==> config.mk <==
export PLATFORM = sky130hd
export DESIGN_NAME = rtcCore
export DESIGN_NICKNAME = d
export VERILOG_FILES = /design/src/rtl/rtcPkg.sv /design/src/rtl/rtcCtrl.sv /design/src/rtl/rtcDatapath.sv /design/src/rtl/rtcCore.sv
export SDC_FILE = /design/constraint.sdc
export NUM_CORES = 1
export LEC_CHECK = 0
export BUFFER_PORTS_ARGS = -buffer_cell sky130_fd_sc_hd__buf_4
export CORE_ASPECT_RATIO = 0.6
export CORE_MARGIN = 2
export CORE_UTILIZATION = 40
export DETAILED_ROUTE_END_ITERATION = 12
export GPL_ROUTABILITY_DRIVEN = 0
export PLACE_DENSITY = 0.6
export SYNTH_ARGS = -nofsm -noshare
export SYNTH_HDL_FRONTEND = slang
export SYNTH_SLANG_ARGS = --single-unit
==> constraint.sdc <==
create_clock -name clk -period 3.7 [get_ports clk]
set_input_delay 0.185 -clock clk [delete_from_list [all_inputs] [get_ports clk]]
set_output_delay 0.185 -clock clk [all_outputs]
set_load 0.01 [all_outputs]
==> src/rtl/rtcPkg.sv <==
package rtcPkg;

  localparam int DATA_W = 32;

  localparam logic [7:0] OFS_CTRL  = 8'h00;
  localparam logic [7:0] OFS_MODE  = 8'h04;
  localparam logic [7:0] OFS_TIME  = 8'h08;
  localparam logic [7:0] OFS_CAL   = 8'h0C;
  localparam logic [7:0] OFS_VALID = 8'h2C;

  localparam logic [31:0] TIME_MASK  = 32'h007F_7F7F;
  localparam logic [31:0] CAL_MASK   = 32'h3FFF_FF7F;
  localparam logic [31:0] CAL_RESET  = 32'h0121_0020;

  typedef struct packed {
    logic tick;
    logic loadTime;
    logic loadCal;
    logic hour12;
  } dpStrobe_t;

  function automatic logic [7:0] bcdInc(input logic [7:0] v);
    return (v[3:0] == 4'd9) ? {v[7:4] + 4'd1, 4'd0} : {v[7:4], v[3:0] + 4'd1};
  endfunction

  function automatic logic digitsOk(input logic [7:0] v);
    return (v[3:0] <= 4'd9) && (v[7:4] <= 4'd9);
  endfunction

  function automatic logic [7:0] monthDays(input logic [7:0] mon, input logic [7:0] yr);
    logic leap;
    leap = yr[4] ? (yr[3:0] == 4'd2 || yr[3:0] == 4'd6)
                 : (yr[3:0] == 4'd0 || yr[3:0] == 4'd4 || yr[3:0] == 4'd8);
    case (mon)
      8'h02:                      return leap ? 8'h29 : 8'h28;
      8'h04, 8'h06, 8'h09, 8'h11: return 8'h30;
      default:                    return 8'h31;
    endcase
  endfunction

  function automatic logic timeOk(input logic [31:0] w, input logic h12);
    logic [7:0] s, m, h;
    s = {1'b0, w[6:0]};
    m = {1'b0, w[14:8]};
    h = {2'b0, w[21:16]};
    if (!(digitsOk(s) && digitsOk(m) && digitsOk(h))) return 1'b0;
    if (s > 8'h59 || m > 8'h59) return 1'b0;
    if (h12) return (h >= 8'h01) && (h <= 8'h12);
    return (h <= 8'h23) && !w[22];
  endfunction

  function automatic logic calOk(input logic [31:0] w);
    logic [7:0] c, y, mo, d;
    c  = {1'b0, w[6:0]};
    y  = w[15:8];
    mo = {3'b0, w[20:16]};
    d  = {2'b0, w[29:24]};
    if (!(digitsOk(c) && digitsOk(y) && digitsOk(mo) && digitsOk(d))) return 1'b0;
    if (c != 8'h19 && c != 8'h20) return 1'b0;
    if (mo < 8'h01 || mo > 8'h12) return 1'b0;
    if (w[23:21] == 3'd0) return 1'b0;
    return (d >= 8'h01) && (d <= monthDays(mo, y));
  endfunction

endpackage

==> src/rtl/rtcCtrl.sv <==
module rtcCtrl
  import rtcPkg::*;
#(
  parameter int ADDR_W = 6,
  parameter int PRE_W  = 15
) (
  input  logic              clk,
  input  logic              rstN,
  input  logic              slowTick,
  input  logic [ADDR_W-1:0] addr,
  input  logic              wrEn,
  input  logic [1:0]        cmdBits,
  output logic [1:0]        ctrlReg,
  output logic              hour12,
  output logic              updAck,
  output dpStrobe_t         st
);

  localparam logic [ADDR_W-1:0] A_CTRL = ADDR_W'(OFS_CTRL);
  localparam logic [ADDR_W-1:0] A_MODE = ADDR_W'(OFS_MODE);
  localparam logic [ADDR_W-1:0] A_TIME = ADDR_W'(OFS_TIME);
  localparam logic [ADDR_W-1:0] A_CAL  = ADDR_W'(OFS_CAL);

  logic [PRE_W-1:0] presc;
  logic             anyReq;

  assign anyReq = |ctrlReg;

  always_ff @(posedge clk or negedge rstN) begin
    if (!rstN) begin
      ctrlReg <= '0;
      hour12  <= 1'b0;
      updAck  <= 1'b0;
      presc   <= '0;
    end else begin
      if (wrEn && addr == A_CTRL) ctrlReg <= cmdBits;
      if (wrEn && addr == A_MODE) hour12  <= cmdBits[0];
      updAck <= anyReq;
      if (anyReq)        presc <= '0;
      else if (slowTick) presc <= presc + 1'b1;
    end
  end

  always_comb begin
    st.tick     = slowTick && !anyReq && (presc == '1);
    st.loadTime = wrEn && (addr == A_TIME) && ctrlReg[0] && updAck;
    st.loadCal  = wrEn && (addr == A_CAL)  && ctrlReg[1] && updAck;
    st.hour12   = hour12;
  end


  ack_rise_chk: assert property (@(posedge clk) disable iff (!rstN)
    anyReq |=> updAck);


  ack_fall_chk: assert property (@(posedge clk) disable iff (!rstN)
    !anyReq |=> !updAck);


  presc_held_chk: assert property (@(posedge clk) disable iff (!rstN)
    anyReq |=> (presc == '0));

endmodule

==> src/rtl/rtcDatapath.sv <==
module rtcDatapath
  import rtcPkg::*;
(
  input  logic              clk,
  input  logic              rstN,
  input  dpStrobe_t         st,
  input  logic [DATA_W-1:0] wData,
  output logic [DATA_W-1:0] timeReg,
  output logic [DATA_W-1:0] calReg,
  output logic              nvTime,
  output logic              nvCal,
  output logic              secEvent,
  output logic              timeEvent,
  output logic              calEvent
);

  logic [6:0] sec, mnt, cent, nSec, nMin, nCent;
  logic [5:0] hr, dt, nHr, nDt;
  logic [4:0] mon, nMon;
  logic [7:0] yr, nYr;
  logic [2:0] wd, nWd;
  logic       pm, nPm;
  logic       secWrap, hourStep, dayStep, monthStep, yearStep, centStep;
  logic [DATA_W-1:0] nextTime, nextCal;

  always_comb begin
    sec  = timeReg[6:0];
    mnt  = timeReg[14:8];
    hr   = timeReg[21:16];
    pm   = timeReg[22];
    cent = calReg[6:0];
    yr   = calReg[15:8];
    mon  = calReg[20:16];
    wd   = calReg[23:21];
    dt   = calReg[29:24];

    secWrap  = (sec == 7'h59);
    hourStep = secWrap && (mnt == 7'h59);
    nSec = secWrap ? 7'h00 : 7'(bcdInc({1'b0, sec}));
    nMin = !secWrap ? mnt : (hourStep ? 7'h00 : 7'(bcdInc({1'b0, mnt})));

    nHr = hr;
    nPm = pm;
    dayStep = 1'b0;
    if (hourStep) begin
      if (st.hour12) begin
        if (hr == 6'h11) begin
          nHr = 6'h12;
          nPm = !pm;
          dayStep = pm;
        end else if (hr == 6'h12) begin
          nHr = 6'h01;
        end else begin
          nHr = 6'(bcdInc({2'b0, hr}));
        end
      end else if (hr == 6'h23) begin
        nHr = 6'h00;
        dayStep = 1'b1;
      end else begin
        nHr = 6'(bcdInc({2'b0, hr}));
      end
    end

    monthStep = dayStep && ({2'b0, dt} == monthDays({3'b0, mon}, yr));
    yearStep  = monthStep && (mon == 5'h12);
    centStep  = yearStep && (yr == 8'h99);

    nWd   = !dayStep ? wd : ((wd == 3'd7) ? 3'd1 : wd + 3'd1);
    nDt   = monthStep ? 6'h01 : (dayStep ? 6'(bcdInc({2'b0, dt})) : dt);
    nMon  = yearStep ? 5'h01 : (monthStep ? 5'(bcdInc({3'b0, mon})) : mon);
    nYr   = centStep ? 8'h00 : (yearStep ? bcdInc(yr) : yr);
    nCent = !centStep ? cent : ((cent == 7'h19) ? 7'h20 : 7'h19);

    nextTime = {9'd0, nPm, nHr, 1'b0, nMin, 1'b0, nSec};
    nextCal  = {2'd0, nDt, nWd, nMon, nYr, 1'b0, nCent};
  end

  always_ff @(posedge clk or negedge rstN) begin
    if (!rstN) begin
      timeReg   <= '0;
      calReg    <= CAL_RESET;
      nvTime    <= 1'b0;
      nvCal     <= 1'b0;
      secEvent  <= 1'b0;
      timeEvent <= 1'b0;
      calEvent  <= 1'b0;
    end else begin
      secEvent  <= st.tick;
      timeEvent <= st.tick && secWrap;
      calEvent  <= st.tick && dayStep;
      if (st.tick) begin
        timeReg <= nextTime;
        calReg  <= nextCal;
      end
      if (st.loadTime) begin
        nvTime <= !timeOk(wData, st.hour12);
        if (timeOk(wData, st.hour12)) timeReg <= wData & TIME_MASK;
      end
      if (st.loadCal) begin
        nvCal <= !calOk(wData);
        if (calOk(wData)) calReg <= wData & CAL_MASK;
      end
    end
  end


  time_stable_chk: assert property (@(posedge clk) disable iff (!rstN)
    (!st.tick && !st.loadTime) |=> $stable(timeReg));


  cal_stable_chk: assert property (@(posedge clk) disable iff (!rstN)
    (!st.tick && !st.loadCal) |=> $stable(calReg));


  sec_event_chk: assert property (@(posedge clk) disable iff (!rstN)
    st.tick |=> secEvent);


  cal_needs_time_chk: assert property (@(posedge clk) disable iff (!rstN)
    calEvent |-> timeEvent);


  sec_range_chk: assert property (@(posedge clk) disable iff (!rstN)
    timeReg[6:0] <= 7'h59);

endmodule

==> src/rtl/rtcCore.sv <==
module rtcCore
  import rtcPkg::*;
#(
  parameter int ADDR_W = 6,
  parameter int PRE_W  = 15
) (
  input  logic              clk,
  input  logic              rstN,
  input  logic              slowTick,
  input  logic [ADDR_W-1:0] addr,
  input  logic              wrEn,
  input  logic [31:0]       wData,
  output logic [31:0]       rData,
  output logic              updAck,
  output logic              secEvent,
  output logic              timeEvent,
  output logic              calEvent
);

  dpStrobe_t   st;
  logic [1:0]  ctrlReg;
  logic        hour12, nvTime, nvCal;
  logic [31:0] timeReg, calReg;

  rtcCtrl #(.ADDR_W(ADDR_W), .PRE_W(PRE_W)) uCtrl (
    .clk(clk), .rstN(rstN), .slowTick(slowTick), .addr(addr), .wrEn(wrEn),
    .cmdBits(wData[1:0]), .ctrlReg(ctrlReg), .hour12(hour12),
    .updAck(updAck), .st(st)
  );

  rtcDatapath uData (
    .clk(clk), .rstN(rstN), .st(st), .wData(wData),
    .timeReg(timeReg), .calReg(calReg), .nvTime(nvTime), .nvCal(nvCal),
    .secEvent(secEvent), .timeEvent(timeEvent), .calEvent(calEvent)
  );

  always_comb begin
    rData = '0;
    if (addr == ADDR_W'(OFS_CTRL))  rData = {30'd0, ctrlReg};
    if (addr == ADDR_W'(OFS_MODE))  rData = {31'd0, hour12};
    if (addr == ADDR_W'(OFS_TIME))  rData = timeReg;
    if (addr == ADDR_W'(OFS_CAL))   rData = calReg;
    if (addr == ADDR_W'(OFS_VALID)) rData = {28'd0, 2'b00, nvCal, nvTime};
  end

endmodule

After elaboration in Yosys (flattened, before gate mapping) --
Index checks and enable logic that the tools add are counted. W data, S select, Z words.
Word-level totals: bits of input ports 42, word-level logic and storage cells 229, output and inout port bits 36, register bits 88
Cells by class: muxes and demuxes 94, eq/ne operators 41, reduce and logical (&&, ||, !) cells 51, $add $sub $neg 14, order comparisons 18
Operators with widths (count):
- $mux W32 | 10
- $mux W8 | 8
- $mux W6 | 10
- $mux W1 | 50
- $mux W7 | 6
- $eq A4 B4 Y1 const B | 8
- $pmux W8 S2 | 2
- $logic_and A1 B1 Y1 | 30
- $mux W15 | 2
- $add A4 B1 Y4 const B | 7
- $eq A5 B3 Y1 const B | 4
- $le A4 B4 Y1 const B | 5
- $eq A4 B3 Y1 const B | 4
- $add A15 B1 Y15 const B | 1
- $eq A15 B15 Y1 const B | 1
- $eq A5 B5 Y1 const B | 3
- $mux W5 | 3
- $eq A7 B7 Y1 const B | 2
- $gt A7 B7 Y1 const B | 2
- $eq A6 B4 Y1 const B | 2
- $eq A6 B5 Y1 const B | 2
- $eq A6 B6 Y1 const B | 2
- $ge A6 B1 Y1 const B | 2
- $eq A5 B2 Y1 const B | 2
- 29 further kinds | 50

Longest topological paths before layout --
Gate-level depths: netlist of the first run.
depth after elaboration 30, mapped depth 14

Modules after synthesis --
Synthesis of the first run repeated with hierarchy kept, for this count alone.
Unflattened totals: cell total of the unflattened synthesis 645, area, all modules 5859.4 um^2
Modules (own cells, without submodules):
- rtcDatapath | sequential area each 1731.7 um^2, instances 1, area each 4369.2 um^2, cells each 491
- rtcCtrl | sequential area each 475.5 um^2, instances 1, area each 1008.5 um^2, cells each 101
- rtcCore | sequential area each 0.0 um^2, instances 1, area each 481.7 um^2, cells each 53

Worst setup path after synthesis of the first run --
OpenSTA, ideal clock, no wires.
kind input -> register, from input port wData[18], to register uData.calReg[12], arrival 2.638 ns, path slack 0.980 ns, cell stages on the path 12, cells stage by stage or3_1 -> nor2_1 -> nand2_1 -> ha_1 -> or3b_2 -> a21boi_0 -> o21bai_1 -> or4_1 -> clkbuf_1 -> buf_2 -> buf_6 -> a31oi_1
On the way: cells in the longest elaborated chain, start to end 17
RTL lines:
- start, declared | RTL line rtcCore.sv:12 | input logic [31:0] wData,
- $eq A5 B3 Y1 (tied with other cells) | RTL line rtcPkg.sv:34 | case (mon)
- $reduce_or A4 Y1 | RTL line rtcPkg.sv:34
- $pmux W8 S2 | RTL line rtcPkg.sv:34
- $mux W8 | RTL line rtcPkg.sv:62 | return (d >= 8'h01) && (d <= monthDays(mo, y));
- $mux W8 | RTL line rtcPkg.sv:61 | if (w[23:21] == 3'd0) return 1'b0;
- $mux W8 | RTL line rtcPkg.sv:60 | if (mo < 8'h01 || mo > 8'h12) return 1'b0;
- $mux W8 | RTL line rtcPkg.sv:59 | if (c != 8'h19 && c != 8'h20) return 1'b0;
- $mux W8 | RTL line rtcDatapath.sv:99 | if (st.loadCal) begin
- $le A6 B8 Y1 | RTL line rtcPkg.sv:62
- $logic_and A1 B1 Y1 | RTL line rtcPkg.sv:62
- $mux W1 | RTL line rtcPkg.sv:62
- $mux W1 | RTL line rtcPkg.sv:61
- $mux W1 | RTL line rtcPkg.sv:60
- $mux W1 (*) | RTL line rtcPkg.sv:59
- $mux W1 (*) | RTL line rtcDatapath.sv:99
- $mux W32 (*) | RTL line rtcDatapath.sv:101 | if (calOk(wData)) calReg <= wData & CAL_MASK;
- $mux W32 (*) | RTL line rtcDatapath.sv:99
- end signal, assigned | RTL line rtcDatapath.sv:93 | calReg <= nextCal;
- end signal, assigned | RTL line rtcDatapath.sv:101
- end, declared | RTL line rtcDatapath.sv:9 | output logic [DATA_W-1:0] calReg,
Mark *: on every way between the ends. The rest lies on a longest branch, timed or not. The select of a mux whose other input is x is not followed. A chain may end at the register's enable or synchronous reset.

Worst setup path in the final report of the first run --
from register uData.timeReg[16], to register uData.calReg[13]
On the way: cells in the longest elaborated chain, start to end 11
RTL lines:
- start, declared | RTL line rtcDatapath.sv:8 | output logic [DATA_W-1:0] timeReg,
- start signal, assigned | RTL line rtcDatapath.sv:92 | timeReg <= nextTime;
- start signal, assigned | RTL line rtcDatapath.sv:97 | if (timeOk(wData, st.hour12)) timeReg <= wData & TIME_MASK;
- $eq A6 B6 Y1 / $eq A6 B5 Y1 (equally long branches) | RTL line rtcDatapath.sv:56, rtcDatapath.sv:47
- $mux W1 (on tied branches) | RTL line rtcDatapath.sv:56, rtcDatapath.sv:47
- $mux W1 (*) | RTL line rtcDatapath.sv:46 | if (st.hour12) begin
- $mux W1 (*) | RTL line rtcDatapath.sv:45 | if (hourStep) begin
- $logic_and A1 B1 Y1 (*) | RTL line rtcDatapath.sv:64 | monthStep = dayStep && ({2'b0, dt} == monthDays({3'b0, mon}, yr));
- $logic_and A1 B1 Y1 (*) | RTL line rtcDatapath.sv:65 | yearStep = monthStep && (mon == 5'h12);
- $mux W8 / $logic_and A1 B1 Y1 (equally long branches) | RTL line rtcDatapath.sv:71, rtcDatapath.sv:66
- $mux W8 (*) | RTL line rtcDatapath.sv:71 | nYr = centStep ? 8'h00 : (yearStep ? bcdInc(yr) : yr);
- $mux W32 (*) | RTL line rtcDatapath.sv:91 | if (st.tick) begin
- $mux W32 | RTL line rtcDatapath.sv:101
- $mux W32 (*) | RTL line rtcDatapath.sv:99
Mark *: on every way between the ends. The rest lies on a longest branch, timed or not.

==> results of run 1 <==
cell usage after synthesis (all sizes together), types with 11 or more instances:
cell and number:
dfrtp 84, nor2 55, nand2 47, o21ai 44, a22o 32, a21oi 26
clkbuf 23, inv 22, ha 21, and2 20, nand3 19, a31oi 17
nor3 13, and3 11, mux2i 11, xor2 11
registers in the layout, indices dropped and copies added (netlist names):
signal           cells
uCtrl.ctrlReg        2
uCtrl.hour12         1
uCtrl.presc         15
uCtrl.updAck         1
uData.calEvent       1
uData.calReg        32
uData.nvCal          1
uData.nvTime         1
uData.secEvent       1
uData.timeEvent      1
uData.timeReg       32
area by class of cell:
type	count	area [sq um]	share of cell area (%)
multi-input cells	473	3200	47.7
flip-flops and latches	88	2210	32.9
repair buffers	85	651	9.70
clock buffers	11	243	3.62
well taps	192	240	3.58
inverters	23	86.3	1.29
clock inverters	5	80.1	1.19
metal layers:
layer  GRT usage, %  up-vias  part of all wire [%]
met5              0        -                     0
met4           2.58        0                  0.25
met3           4.46        6                   7.2
met2           34.1      207                    41
met1           37.4     2529                    51
li1               -     2394                     -
kinds of logic after synthesis:
logic type,synth area share [%]
flops,39.2
xor+xnor,3.27
compound gates,21.1
fa+ha+maj,4.67
simple gates,24.0
buf+inv,4.15
mux,3.62
power by group through the flow:
stage	clock, uW	sequential [uW]	combinational [uW]
6_report	1010	1030	189
5_1_grt	1070	1030	214
4_1_cts	1020	1030	192
3_5_place_dp	0	1040	191
3_3_place_gp	0	1040	184
2_1_floorplan	0	1030	91.8
worst max-delay path: stages, from the launching register on:
cell	delay, ns
dfrtp_1	0.55
nor2b_1	0.37
and3_1	0.22
ha_1	0.17
a22oi_1	0.24
nor4_4	0.21
buf_4	0.21
o211ai_4	0.18
or4_1	0.55
a31oi_1	0.19
final timing paths:
check | cells past startpoint | slack [ns] | endpoint
min in group clk | 2 | 0.08 | uData.timeReg[11]
hold / removal | 1 | -0.05 | uData.timeReg[10]
setup reg to reg | 9 | 0.70 | uData.calReg[13]
setup / recovery | 9 | 0.70 | uData.calReg[13]
max in group asynchronous | 2 | 2.76 | uData.calReg[5]
hold reg to reg | 1 | 0.49 | uData.timeReg[26]
stage by stage:
step,area [sq um],cells,power (uW)
after global placement,6390,861,1220
after floorplan,5630,617,1130
final,6710,877,2230
after CTS,6710,877,2240
after detailed placement,6390,861,1230
after global routing,6710,877,2310
==> out/metrics.cfg, run 1 <==
[status]
status=complete, but fails checks
violations=hold timing

[clocking]
clkSlewWorstSetupHoldPaths_ns=0.07
insertion_delay_ns=0.34
cts_hold_buf=0
post-cts-setup-buffers=0
cts_tree=yes
clock-sinks=88
ctsResizeCount=0
cts_made_buffers=9
cts-root-buf=clkbuf_16
cts_max_level=3
clockBufferDepth=2

[global_route]
grt_pass1_wl_um=27200
grt_antenna_before_repair=0
grt_pass1_vias=4819
grt_start_max_net_pins=67
grt.overflow.total=0
grt_util_all_layers_pct=23.6

[synth]
synth_flop_cell=dfrtp_1
async_reset_ff_share_pct=100
synth_nets=680
syn_area_sq_um=5630
ys_warn_count=0
synth_edf_count=0
synth-seq-area-share_pct=39.2
synth_area_leaders=dfrtp_1 37%, a22o_1 5.0%, ha_1 4.7%, o21ai_0 3.9%, nor2_1 3.7%
synth_cell_type_count=71
synth_area_per_cell_sq_um=9.13
ys_ff_latch=88
synth.largest_area_cell=dfrtp_1
yosys.area.top_type_share_pct=37.3
synthCells=617

[pwr]
p_leak_uw=0.00304
seqPwrFrac_pct=46.1
switching_share_pct=24.4
intPower_uw=1680
power.switching_uw=544
vdd_drop_max_mv=0.216
power_density_nw_per_um2=332
p_comb_share_pct=8.5
clkPwrFrac_pct=45.4

[route]
post_drt_wl_per_cell_um=19.5
routed_wl_um=17100
via_per_inst=5.86
drc_errors=0
drt_iter0_markers=486
dr.pass1.iters=5
ant_nets=0
vias=5136

[timing]
period_minus_slack_ns=3.00
fin_setup_tns_ns=0
fin_ws_ns=0.703
worst_slew_pin_slew_ns=0.899
slew-limit-headroom_pct=40.1
fin_crit_sh_pct=81.0
hold_violations=34
rsz0062_at_grt=no
setup_viol=0
fin_worst_skew_ns=0.00730
maxSlewViolCount=0
hold_slack_ns=-0.0498
clock.fmax_mhz=334

[setup_path]
path_max_fanout=18
critPathCaptureType=flop
arrival_ns=3.25
worstSetupPathType=reg2reg
r2r_start=uData.timeReg[16]
critPathRequiredTime_ns=3.96
crit_start=uData.timeReg[16]
start_kind=flop

[final_layout]
antenna_cells=0
syn_to_final_growth_pct=19.1
post-route-util_pct=48.9
fillers=1339
final_nets=743
final_cell_mix=84 x buf_4, 84 x dfrtp_1, 55 x nor2_1, 47 x nand2_1, 44 x o21ai_0
post_route_cells_drive_above_1_share_pct=18.7

[die]
initial_core_util_pct=41.1
die_h_um=95.9
io_pins=78
fp-row-count=33
die_w_um=157
die-area_sq_um=15100
design.core.area_sq_um=13700

[placement]
hpwl_um=12500
io_buffers=74
dpl_worst_slack_ns=0.430

[job]
cap_violations=0

[hold_path]
hold_class=in2async

(Power assumes the default switching activity.)
==> inputs of run 2 (changes only) <==
==> constraint.sdc (replaced) <==
create_clock -name clk -period 3 [get_ports clk]
set_input_delay 0.15 -clock clk [delete_from_list [all_inputs] [get_ports clk]]
set_output_delay 0.15 -clock clk [all_outputs]
set_load 0.01 [all_outputs]
==> run 2 against run 1 <==
The run now ends clean. Critical path depth shrank 1. Cell count grew 2.3%. Clock skew grew 0.0036 ns. Worst setup slack lost 0.53 ns. Clock power grew 20%. Non-clock buffer count grew 20. Wire length grew 3.8%. Register-to-register slack lost 0.53 ns. Global-route usage grew 0.72 points. Sequential cell count is the same. First-iteration DRC count shrank 11%. Critical endpoint is now uData.calReg[12]. Largest cell class unchanged.
==> out/metrics.cfg, run 2 (synthesis results as in run 1) <==
[clocking]
clock-sinks=88
cts_made_buffers=9
clkSlewWorstSetupHoldPaths_ns=0.07
insertion_delay_ns=0.35
cts-root-buf=clkbuf_16
post-cts-setup-buffers=0
cts_max_level=3
clockBufferDepth=2
cts_tree=yes

[final_layout]
postLayoutCellArea_sq_um=6870
post_route_cells_drive_above_1_share_pct=21.3
final_cell_mix=103 x buf_4, 84 x dfrtp_1, 55 x nor2_1, 47 x nand2_1, 44 x o21ai_0
fillers=1290
final_nets=763
syn_to_final_growth_pct=21.9
reg_top3=uData.calReg x32, uData.timeReg x32, uCtrl.presc x15
final_common_cell=buf_4
multi_input_area_sq_um=3220
antenna_cells=0
regArea_sq_um=2210

[route]
drc_errors=0
via_per_inst=5.80
post_drt_wl_per_cell_um=19.8
routed_wl_um=17800
drt_iter0_markers=432
dr.pass1.iters=5
ant_nets=0
vias=5206

[timing]
period_minus_slack_ns=2.83
hold_slack_ns=0.0462
hold_violations=0
slew-limit-headroom_pct=59.1
rsz0062_at_grt=no
fin_setup_tns_ns=0
worst_slew_pin_slew_ns=0.609
maxSlewViolCount=0
clock.fmax_mhz=354
fin_worst_skew_ns=0.0109
setup_viol=0
fin_ws_ns=0.172
fin_crit_sh_pct=94.3

[die]
design.core.area_sq_um=13700
die_h_um=95.9
die-area_sq_um=15100
fp-row-count=33
die_w_um=157
io_pins=78
initial_core_util_pct=41.1

[setup_path]
cp_slowest_stage_delay_ns=0.58
arrival_ns=3.10
slowest_stage=or4_1
path_cells=inv_1 > ha_1 > and3b_1 > nand4_2 > nor4_4 > o211ai_4 > or4_1 > a31oi_1
critPathCaptureType=flop
critPathRequiredTime_ns=3.27
start_kind=flop
path_max_fanout=18
worstSetupPathType=reg2reg

[placement]
io_buffers=74
dpl_worst_slack_ns=-0.204
dpl-instance-area_sq_um=6520
hpwl_um=13300

[hold_path]
hold_class=in2reg

[status]
status=completed

[global_route]
grt_util_all_layers_pct=24.4
grt.overflow.total=0
grt_start_max_net_pins=47
grt_antenna_before_repair=1
grt_pass1_vias=4878
grt_pass1_wl_um=27600

[pwr]
vdd_drop_max_mv=0.206
p_total_uw=2730
power_density_nw_per_um2=397
p_leak_uw=0.00316

[job]
cap_violations=0

[run 2: power by group]
group	leakage, uW	total [uW]	switching (uW)	internal [uW]
Combinational	0.00183	247	139	109
Sequential	0.00118	1270	43.5	1220
Clock	0.000155	1210	499	715
Total	0.00316	2730	681	2050
[run 2: final cells by class]
type | count | area share (%)
Inverter | 23 | 1.26
Multi-Input combinational cell | 473 | 46.9
Clock buffer | 12 | 3.88
Timing Repair Buffer | 105 | 11.6
Tap cell | 192 | 3.50
Sequential cell | 88 | 32.1
Clock inverter | 4 | 0.747
[run 2: per-stage QoR]
step,std cells,util (%)
2_1_floorplan,617,-
3_3_place_gp,880,47.5
3_5_place_dp,880,47.5
4_1_cts,897,49.9
5_1_grt,897,50.1
6_report,897,50.1
[run 2: worst paths after layout]
| check | slack (ns) | cells past startpoint | end | startpoint |
|---|---|---|---|---|
| min reg2reg | 0.49 | 1 | uData.timeReg[30] | uData.timeReg[30] |
| max in group asynchronous | 1.81 | 3 | uData.calReg[16] | rstN |
| max reg2reg | 0.17 | 8 | uData.calReg[12] | uData.timeReg[1] |
| max | 0.17 | 8 | uData.calReg[12] | uData.timeReg[1] |
| min in group asynchronous | 0.35 | 2 | uCtrl.presc[1] | rstN |
| min | 0.05 | 2 | uData.calReg[25] | wData[25] |
[run 2: metal layers]
metal  vias up  track usage (%)  routed length, um
met5         -                0                  0
met4         0             4.47                132
met3        15             6.35               1490
met2       212             34.5               7130
met1      2542             37.2               9010
li1       2437                -                  -
[run 2: timing repair]
action | CTS | global route
gates resized for setup | 0 | 5
hold endpoints to repair | 43 | 0
hold buffers | 1 | 0
setup endpoints to repair | 0 | 28
[run 2: worst max-delay path: cells and delay by family, from the launching register on]
kind	cells	cell delay [ns]
flip-flops	1	0.43
adder cells (fa/ha/maj)	1	0.20
buffers and inverters	1	0.10
AND/OR/NAND/NOR	4	1.55
AO/OA/AOI/OAI	2	0.46
